[config.mk]
export PLATFORM = sky130hd
export DESIGN_NAME = crc8s_serial
export DESIGN_NICKNAME = d
export VERILOG_FILES = /design/src/rtl/crc8s_pkg.sv /design/src/rtl/crc8s_rst_sync.sv /design/src/rtl/crc8s_step.sv /design/src/rtl/crc8s_state.sv /design/src/rtl/crc8s_serial.sv
export SDC_FILE = /design/constraint.sdc
export NUM_CORES = 1
export LEC_CHECK = 0
export CORE_AREA = 2 2 39 41
export CTS_BUF_LIST = sky130_fd_sc_hd__clkbuf_4 sky130_fd_sc_hd__clkbuf_8
export DETAILED_ROUTE_END_ITERATION = 10
export DIE_AREA = 0 0 41 43
export REMOVE_ABC_BUFFERS = 1
export SETUP_SLACK_MARGIN = 0.02
export SLEW_MARGIN = 10
export SYNTH_ARGS = -nofsm -noshare
export SYNTH_HDL_FRONTEND = slang
export SYNTH_SLANG_ARGS = --single-unit
[constraint.sdc]
create_clock -name clk -period 4.2 [get_ports clk]
set_input_delay 0.84 -clock clk [delete_from_list [all_inputs] [get_ports clk]]
set_output_delay 0.84 -clock clk [all_outputs]
set_load 0.1 [all_outputs]
[src/rtl/crc8s_pkg.sv]
package crc8s_pkg;
  localparam int unsigned CRC_W = 8;
  localparam logic [CRC_W-1:0] POLY_REFL = 8'h8C;
  typedef logic [CRC_W-1:0] crc_t;
endpackage

[src/rtl/crc8s_rst_sync.sv]
module crc8s_rst_sync #(
  parameter int unsigned STAGES = 2
) (
  input  logic clk,
  input  logic rst_n,
  output logic rst_n_sync
);
  logic [STAGES-1:0] chain_q;

  always_ff @(posedge clk or negedge rst_n) begin
    if (!rst_n) chain_q <= '0;
    else        chain_q <= {chain_q[STAGES-2:0], 1'b1};
  end

  assign rst_n_sync = chain_q[STAGES-1];
endmodule

[src/rtl/crc8s_step.sv]
module crc8s_step
  import crc8s_pkg::*;
#(
  parameter int unsigned W = CRC_W,
  parameter logic [W-1:0] POLY = POLY_REFL
) (
  input  logic [W-1:0] cur,
  input  logic         din,
  output logic [W-1:0] nxt
);
  logic fb;
  logic [W-1:0] shifted;

  always_comb begin
    fb      = din ^ cur[0];
    shifted = {1'b0, cur[W-1:1]};
    nxt     = fb ? (shifted ^ POLY) : shifted;
  end
endmodule

[src/rtl/crc8s_state.sv]
module crc8s_state
  import crc8s_pkg::*;
#(
  parameter int unsigned W = CRC_W,
  parameter logic [W-1:0] POLY = POLY_REFL
) (
  input  logic         clk,
  input  logic         rst_n,
  input  logic         clr,
  input  logic         en,
  input  logic         din,
  input  logic [W-1:0] step_val,
  output logic [W-1:0] rem_q
);
  logic [W-1:0] rem_d;

  always_comb begin
    rem_d = rem_q;
    if (clr)     rem_d = '0;
    else if (en) rem_d = step_val;
  end

  always_ff @(posedge clk or negedge rst_n) begin
    if (!rst_n) rem_q <= '0;
    else        rem_q <= rem_d;
  end

  AST_CLR_ZEROES: assert property (@(posedge clk) disable iff (!rst_n)
    clr |=> (rem_q == '0));
  AST_CLR_OVER_VALID: assert property (@(posedge clk) disable iff (!rst_n)
    (clr && en && din) |=> (rem_q == '0));
  AST_IDLE_HOLDS: assert property (@(posedge clk) disable iff (!rst_n)
    (!clr && !en) |=> $stable(rem_q));
  AST_ONE_FROM_ZERO: assert property (@(posedge clk) disable iff (!rst_n)
    (!clr && en && din && rem_q == '0) |=> (rem_q == POLY));
  AST_ZERO_FROM_ZERO: assert property (@(posedge clk) disable iff (!rst_n)
    (!clr && en && !din && rem_q == '0) |=> (rem_q == '0));
endmodule

[src/rtl/crc8s_serial.sv]
module crc8s_serial
  import crc8s_pkg::*;
#(
  parameter int unsigned W = CRC_W,
  parameter logic [W-1:0] POLY = POLY_REFL,
  parameter int unsigned SYNC_STAGES = 2
) (
  input  logic         clk,
  input  logic         rst_n,
  input  logic         clr,
  input  logic         bit_vld,
  input  logic         bit_in,
  output logic [W-1:0] crc,
  output logic         residue_zero
);
  logic         rst_n_int;
  logic [W-1:0] rem_q;
  logic [W-1:0] step_val;

  crc8s_rst_sync #(.STAGES(SYNC_STAGES)) i_rst_sync (
    .clk        (clk),
    .rst_n      (rst_n),
    .rst_n_sync (rst_n_int)
  );

  crc8s_step #(.W(W), .POLY(POLY)) i_step (
    .cur (rem_q),
    .din (bit_in),
    .nxt (step_val)
  );

  crc8s_state #(.W(W), .POLY(POLY)) i_state (
    .clk      (clk),
    .rst_n    (rst_n_int),
    .clr      (clr),
    .en       (bit_vld),
    .din      (bit_in),
    .step_val (step_val),
    .rem_q    (rem_q)
  );

  assign crc          = rem_q;
  assign residue_zero = ~|rem_q;

  AST_FLAG_FALLS_ON_ONE: assert property (@(posedge clk) disable iff (!rst_n_int)
    (!clr && bit_vld && bit_in && rem_q == '0) |=> !residue_zero);
endmodule

==> impl_metrics.tcl, run 1 <==
set metrics [dict create \
    grt_max_degree 12 \
    required_ps 3360 \
    cts.sinks 10 \
    rows 14 \
    start_util_pct 32.3 \
    path_delay_family "buffers and inverters" \
    io_pins 14 \
    grt_pass1_vias 282 \
    fillers 136 \
    final_cell_mix "clkdlybuf4s50_1, dfrtp_1, nor2_1, mux2i_1" \
    hold_viol_final 0 \
    leakagePower_nw 0.280 \
    holdCritPathClass "flop to asynchronous set/reset pin" \
    regArea_um2 250 \
    area_delta_synth_final_pct 37.5 \
    status "finished clean" \
    die_h_um 43 \
    synth_area_per_cell_um2 11.8 \
    power.total_mw 0.255 \
    cts_tree "yes" \
    drc 0 \
    cts.htree.levels 1 \
    tns_ps 0 \
    rr_startpoint "i_state.rem_q[0]" \
    rr_endpoint "i_state.rem_q[2]" \
    clk_pin_slew_ps 70 \
    yosys_register_bits 10 \
    finalClockSkew_ps 0.788 \
    cp.depth 1 \
    cts_made_buffers 3 \
    startpoint_type "flop" \
    slew_violations 0 \
    die_w_um 41 \
    r2r_cells 3 \
    overflow 0 \
    preCtsSetupSlack_ps 1780 \
    tightest_slew_ps 962 \
    vias_per_cell 4.87 \
    cp.arrival_ps 1860 \
    r2r_setup_slack_ps 2980 \
    place_congestion 0.685 \
    fin_nets 59 \
    finalCritPeriodShare_pct 64.2 \
    vdd_drop_max_mv 0.181 \
    dr.first_iter.drc_count 4 \
    ys_seq_area_share_pct 56.0 \
    wirelength_um 804 \
    synth_warnings 0 \
    yosysUniqueCellTypes 17 \
    grt_usage_pct 11.1 \
    clk_path_buf_depth 2 \
    cp_num_buf_inv 1 \
    dp_hpwl_um 611 \
    drive_above_1_share_pct 11.3 \
    antenna_left 0 \
    slew_headroom_pct 35.7 \
    numPortBuffers 13 \
    crit_end "crc[0]" \
    startpoint "i_state.rem_q[0]" \
    fin_area_um2 614 \
    drt-pass1-iter-count 3 \
    placed_cell_area_um2 578 \
    grt_first_pass_wirelength_mm 1.21 \
    synth_area_um2 447 \
    cp_slowest_stage_delay_ps 1160 \
    routedWlPerCell_um 11.7 \
    path_class "flop to output port" \
    hold_buffers 0 \
    drv_cap 0 \
    postCtsSetupRepairBufs 0 \
    multi_input_area_um2 176 \
    die_area_mm2 0.00176 \
    n_antenna_cell 0 \
    cts-root-buf "clkbuf_4" \
    cp-end-kind "output port" \
    layout_commonest_cell "clkdlybuf4s50_1" \
    antenna_found_initial 0 \
    path_cells "clkdlybuf4s50_1" \
    rsz0062_at_grt "no" \
    fmax_mhz 371 \
    vias 336 \
    finalSetupViolCount 0 \
    setup_ws_ps 1500 \
    crit_slowest_cell "clkdlybuf4s50_1" \
    cts_resized 0 \
    synth_cells 38 \
    coreArea_mm2 0.00138 \
    crit_fanout 5 \
    power_density_mw_per_mm2 416 \
    clk_latency_ps 260 \
    period_needed_ps 2700 \
]
## where the power goes
group	internal [mW]	total, mW	switching, mW
clock network	0.0526	0.0860	0.0334
logic	0.0172	0.0640	0.0469
registers	0.100	0.105	0.00481
## how the worst min path moves through the flow
stage / from / endpoint / slack, ps / cells after the start
floorplan: i_rst_sync.chain_q[1] / i_state.rem_q[0] / 90 / 0
global placement: i_rst_sync.chain_q[1] / i_state.rem_q[1] / 140 / 0
detailed placement: i_rst_sync.chain_q[1] / i_state.rem_q[1] / 140 / 0
CTS: i_rst_sync.chain_q[1] / i_state.rem_q[1] / 150 / 0
global route: i_rst_sync.chain_q[1] / i_state.rem_q[0] / 170 / 0
finish: i_rst_sync.chain_q[1] / i_state.rem_q[7] / 130 / 0
## layer usage
layer | vias to the layer above | GRT usage [%] | wire length [um]
met3 | 2 | 4.71 | 33
met4 | 0 | 10.0 | 10
met5 | - | 0 | 0
met1 | 164 | 14.4 | 369
li1 | 163 | - | -
met2 | 7 | 13.1 | 391
## flip-flops by register name (all words and copies together) (netlist names)
name                cells
i_state.rem_q           8
i_rst_sync.chain_q      2
## cells in the mapped netlist, drive strengths merged
cell,n,area [um2]
or4,4,31.3
xnor2,1,8.76
a211oi,1,7.51
inv,1,3.75
dfrtp,10,250
mux2i,5,50.1
xor2,1,8.76
or2b,1,7.51
nand4b,1,8.76
conb,1,3.75
o211ai,1,7.51
nor2,7,26.3
nand3b,1,7.51
o311ai,1,8.76
buf,2,16.3
## cell type report
class / count / area share, %
inverter: 1 / 0.611
tap: 16 / 3.26
sequential: 10 / 40.7
clock buffer: 4 / 5.91
multi-input combinational: 25 / 28.7
timing repair buffer: 13 / 20.8
## per-stage QoR
step	utilization, %	instances	hold WS [ps]
global placement	41.8	65	136
CTS	44.4	69	146
detailed placement	41.8	65	139
finish	44.4	69	131
global route	44.4	69	170
floorplan	-	36	94.6
## cell families (layout without fill, tap and decap cells)
| group | after synthesis | in the layout | synth area share [%] |
|---|---|---|---|
| AOI/OAI and AO/OA | 3 | 3 | 5.32 |
| xor gates and xnor gates | 2 | 2 | 3.92 |
| buffers and inverters | 3 | 18 | 4.48 |
| DFF | 10 | 10 | 56.0 |
| muxes | 5 | 5 | 11.2 |
| other | 1 | 1 | 0.840 |
| and+or+nand+nor | 14 | 14 | 18.2 |
(Power assumes the default switching activity.)
==> inputs of run 2 (changes only) <==
==> constraint.sdc (replaced) <==
create_clock -name clk -period 2.8 [get_ports clk]
set_input_delay 0.56 -clock clk [delete_from_list [all_inputs] [get_ports clk]]
set_output_delay 0.56 -clock clk [all_outputs]
set_load 0.1 [all_outputs]
==> run 2 against run 1 <==
Against the previous run: sequential share of layout area increased by 0.93 points; power increased by 39%; sequential cell count unchanged; largest cell class unchanged; highest routed layer is now met3; die area unchanged; register-to-register slack got worse by 1500 ps; critical path type unchanged.
==> impl_metrics.tcl, run 2 (synthesized netlist as in run 1, its figures left out) <==
set metrics [dict create \
    status "finished clean" \
    placed_cell_area_um2 578 \
    die_w_um 41 \
    drive_above_1_share_pct 26.4 \
    coreArea_mm2 0.00138 \
    drc 0 \
    place_congestion 0.639 \
    cts.htree.levels 1 \
    path_class "flop to output port" \
    finalSetupViolCount 0 \
    slew_violations 0 \
    grt_pass1_vias 310 \
    placed_cells 66 \
    rr_endpoint "i_state.rem_q[2]" \
    vias_per_cell 4.91 \
    finalCritPeriodShare_pct 81.7 \
    finalClockSkew_ps 4.41 \
    postCtsSetupRepairBufs 0 \
    hold_viol_final 0 \
    antenna_found_initial 0 \
    tns_ps 0 \
    required_ps 2240 \
    numPortBuffers 13 \
    clk_latency_ps 260 \
    fin_area_um2 601 \
    cts.sinks 10 \
    dp_hpwl_um 649 \
    rows 14 \
    cts_made_buffers 3 \
    hold_buffers 0 \
    fin_nets 60 \
    cts-root-buf "clkbuf_4" \
    fillers 136 \
    n_antenna_cell 0 \
    hold_ws_ps 123 \
    die_h_um 43 \
    final_cell_mix "dfrtp_1, buf_4, nor2_1, mux2i_1, clkdlybuf4s50_1" \
    cts_resized 0 \
    leakagePower_nw 0.297 \
    routedWlPerCell_um 12.7 \
    wirelength_um 873 \
    r2r_setup_slack_ps 1520 \
    cts_tree "yes" \
    fin_cells 69 \
    fmax_mhz 437 \
    drv_cap 0 \
    max_flop_register "i_state.rem_q" \
    die_area_mm2 0.00176 \
    clk_path_buf_depth 2 \
    overflow 0 \
    drt-pass1-iter-count 4 \
    period_needed_ps 2290 \
    antenna_left 0 \
    power.total_mw 0.354 \
    power_density_mw_per_mm2 590 \
    dr.first_iter.drc_count 6 \
    reg_top3 "i_state.rem_q (8), i_rst_sync.chain_q (2)" \
    grt_max_degree 12 \
    rr_startpoint "i_state.rem_q[0]" \
    clk_pin_slew_ps 60 \
    grt_first_pass_wirelength_mm 1.37 \
    startpoint "i_state.rem_q[3]" \
    holdCritPathClass "flop to asynchronous set/reset pin" \
    vias 339 \
    crit_end "residue_zero" \
    cp.arrival_ps 1730 \
    regArea_um2 250 \
    r2r_cells 3 \
    start_util_pct 32.3 \
    startpoint_type "flop" \
    cp-end-kind "output port" \
    crit_fanout 4 \
    largest_register_ffs 8 \
    io_pins 14 \
    layout_commonest_cell "dfrtp_1" \
    grt_usage_pct 12.3 \
    area_delta_synth_final_pct 34.5 \
    rsz0062_at_grt "no" \
    multi_input_area_um2 176 \
    vdd_drop_max_mv 0.295 \
]
==> run 2: cell types whose count changed in the layout (fill, tap and decap cells not counted), sizes merged <==
cell / previous run / this run
buf: 1 / 10
clkdlybuf4s50: 12 / 4
clkbuf: 4 / 3
==> run 2: layout make-up <==
cell class	count	area share [%]
multi-input combinational	25	29.4
inverter	1	0.625
tap	16	3.33
timing repair buffer	14	21.2
sequential	10	41.7
clock buffer	3	3.75
==> run 2: metrics by stage <==
| stage | utilization (%) | worst slack, ps |
|---|---|---|
| 3_5_place_dp | 41.8 | 779 |
| 6_report | 43.4 | 512 |
| 3_3_place_gp | 41.8 | 789 |
| 5_1_grt | 43.4 | 446 |
| 2_1_floorplan | - | -534 |
| 4_1_cts | 43.4 | 498 |
==> run 2: worst min path at each step <==
stage | endpoint | slack [ps] | start | cells after the start
2_1_floorplan | i_state.rem_q[0] | 90 | i_rst_sync.chain_q[1] | 0
4_1_cts | i_state.rem_q[4] | 140 | i_rst_sync.chain_q[1] | 0
6_report | i_state.rem_q[2] | 120 | i_rst_sync.chain_q[1] | 0
3_3_place_gp | i_state.rem_q[4] | 130 | i_rst_sync.chain_q[1] | 0
3_5_place_dp | i_state.rem_q[7] | 130 | i_rst_sync.chain_q[1] | 0
5_1_grt | i_state.rem_q[7] | 150 | i_rst_sync.chain_q[1] | 0
==> run 2: report_power, final <==
group	leakage (nW)	switching (mW)	internal (mW)
Clock	0.0138	0.0426	0.0493
Sequential	0.132	0.00712	0.151
Combinational	0.151	0.0731	0.0312
Total	0.297	0.123	0.231
==> run 2: metal layers <==
metal  global-route usage (%)  routed length [um]
met1                     17.6                 413
met2                     15.0                 415
met3                     7.85                  45
met4                     4.00                   0
met5                        0                   0
==> run 2: worst max-delay path, cell delays in order, from the launching register on <==
cell and delay (ps):
dfrtp_1 400, or4_2 670, nor2_1 200, buf_12 200
==> inputs of run 3 (changes only) <==
==> constraint.sdc (replaced) <==
create_clock -name clk -period 2.3 [get_ports clk]
set_input_delay 0.46 -clock clk [delete_from_list [all_inputs] [get_ports clk]]
set_output_delay 0.46 -clock clk [all_outputs]
set_load 0.1 [all_outputs]
==> run 3 against run 2 <==
Against the previous run: setup slack lost 390 ps; non-clock buffer count did not move; sequential cell count is the same; clock power is 63% higher; power up 33%.
==> impl_metrics.tcl, run 3 (synthesized netlist as in run 1, its figures left out) <==
set metrics [dict create \
    vdd_drop_max_mv 0.456 \
    routed.top_layer "met4" \
    path_cells "or4_2, nor2_1, buf_12" \
    period_needed_ps 2180 \
    cp-end-kind "output port" \
    cp.arrival_ps 1720 \
    swShare_pct 32.4 \
    grt_max_degree 12 \
    path_delay_family "simple AND/OR/NAND/NOR gates" \
    share_comb_of_total_power_pct 27.0 \
    finalSetupViolCount 0 \
    n_antenna_cell 0 \
    path_class "flop to output port" \
    leakagePower_nw 0.304 \
    cts_made_buffers 3 \
    cts_resized 0 \
    die_w_um 41 \
    rr_startpoint "i_state.rem_q[0]" \
    overflow 0 \
    clk_path_buf_depth 2 \
    max_flop_register "i_state.rem_q" \
    coreArea_mm2 0.00138 \
    routedWlPerCell_um 12.0 \
    start_util_pct 32.3 \
    rsz0062_at_grt "no" \
    die_area_mm2 0.00176 \
    cts-root-buf "clkbuf_4" \
    final_cell_mix "dfrtp_1, buf_4, nor2_1, mux2i_1, clkdlybuf4s50_1" \
    drc 0 \
    met2WireLength_um 401 \
    grt_usage_pct 11.6 \
    cp_num_buf_inv 1 \
    io_pins 14 \
    startpoint_type "flop" \
    fin_area_um2 614 \
    p_int_mw 0.317 \
    grt_pass1_vias 323 \
    clk_latency_ps 260 \
    vias_per_cell 4.93 \
    placed_cell_area_um2 578 \
    antenna_left 0 \
    r2r_setup_slack_ps 1020 \
    clk_pin_slew_ps 60 \
    pwr-share-clk_pct 32.0 \
    final_util_pct 44.4 \
    dp_hpwl_um 643 \
    drive_above_1_share_pct 27.8 \
    status "finished clean" \
    rr_endpoint "i_state.rem_q[2]" \
    antenna_found_initial 0 \
    area_delta_synth_final_pct 37.5 \
    rows 14 \
    fin_nets 60 \
    vias 345 \
    cts.sinks 10 \
    drv_cap 0 \
    reg_top3 "i_state.rem_q (8), i_rst_sync.chain_q (2)" \
    cts_tree "yes" \
    required_ps 1840 \
    crit_fanout 4 \
    preCtsSetupSlack_ps 388 \
    largest_register_ffs 8 \
    met1Wirelength_um 402 \
    cp.depth 3 \
    die_h_um 43 \
    wirelength_um 843 \
    r2r_cells 3 \
    layout_commonest_cell "dfrtp_1" \
    finalCritPeriodShare_pct 94.8 \
    numPortBuffers 13 \
    power_density_mw_per_mm2 764 \
    drt-pass1-iter-count 3 \
    hold_viol_final 0 \
    finalClockSkew_ps 4.86 \
    slew_violations 0 \
    crit_slowest_cell "or4_2" \
    power.switching_mw 0.152 \
    cts.htree.levels 1 \
    dr_wl_met3_um 29 \
    fmax_mhz 459 \
    setup_ws_ps 120 \
    p_seq_share_pct 40.9 \
    holdCritPathClass "flop to asynchronous set/reset pin" \
    dr.first_iter.drc_count 2 \
    place_congestion 0.675 \
    hold_buffers 0 \
    cp_slowest_stage_delay_ps 650 \
    postCtsSetupRepairBufs 0 \
    grt_first_pass_wirelength_mm 1.32 \
]
==> run 3: cell types whose count changed in the layout (fill, tap and decap cells not counted), sizes merged <==
cell	delta
clkbuf	+1
==> run 3: worst max-delay path by stage <==
stage	endpoint	startpoint	slack, ps
6_report	residue_zero	i_state.rem_q[2]	120
5_1_grt	residue_zero	i_state.rem_q[3]	50
4_1_cts	residue_zero	i_state.rem_q[2]	100
3_5_place_dp	residue_zero	i_state.rem_q[2]	390
3_3_place_gp	residue_zero	i_state.rem_q[3]	390
2_1_floorplan	residue_zero	i_state.rem_q[3]	-930
==> run 3: power by group through the flow <==
stage / logic (mW) / registers [mW] / clock network (mW)
floorplan: 0.0415 / 0.237 / 0
global placement: 0.128 / 0.195 / 0
detailed placement: 0.128 / 0.196 / 0
CTS: 0.128 / 0.192 / 0.158
global route: 0.131 / 0.194 / 0.168
finish: 0.127 / 0.192 / 0.150
==> run 3: metal layers <==
| metal | track usage (%) | up-vias |
|---|---|---|
| li1 | - | 166 |
| met1 | 14.4 | 172 |
| met2 | 15.6 | 5 |
| met3 | 4.71 | 2 |
| met4 | 8.00 | 0 |
| met5 | 0 | - |
==> run 3: final cells by class <==
cell class,instances,area [um2]
Clock buffer,4,36.3
Fill cell,143,769
Inverter,1,3.75
Multi-Input combinational cell,25,176
Sequential cell,10,250
Tap cell,16,20.0
Timing Repair Buffer,14,128
==> run 3: per-stage QoR <==
step | power (mW) | hold WS, ps | TNS [ps] | cells
4_1_cts | 0.478 | 132 | 0 | 70
3_3_place_gp | 0.323 | 131 | 0 | 66
6_report | 0.469 | 118 | 0 | 70
5_1_grt | 0.493 | 155 | 0 | 70
3_5_place_dp | 0.323 | 126 | 0 | 66
2_1_floorplan | 0.279 | 94.6 | -934 | 36
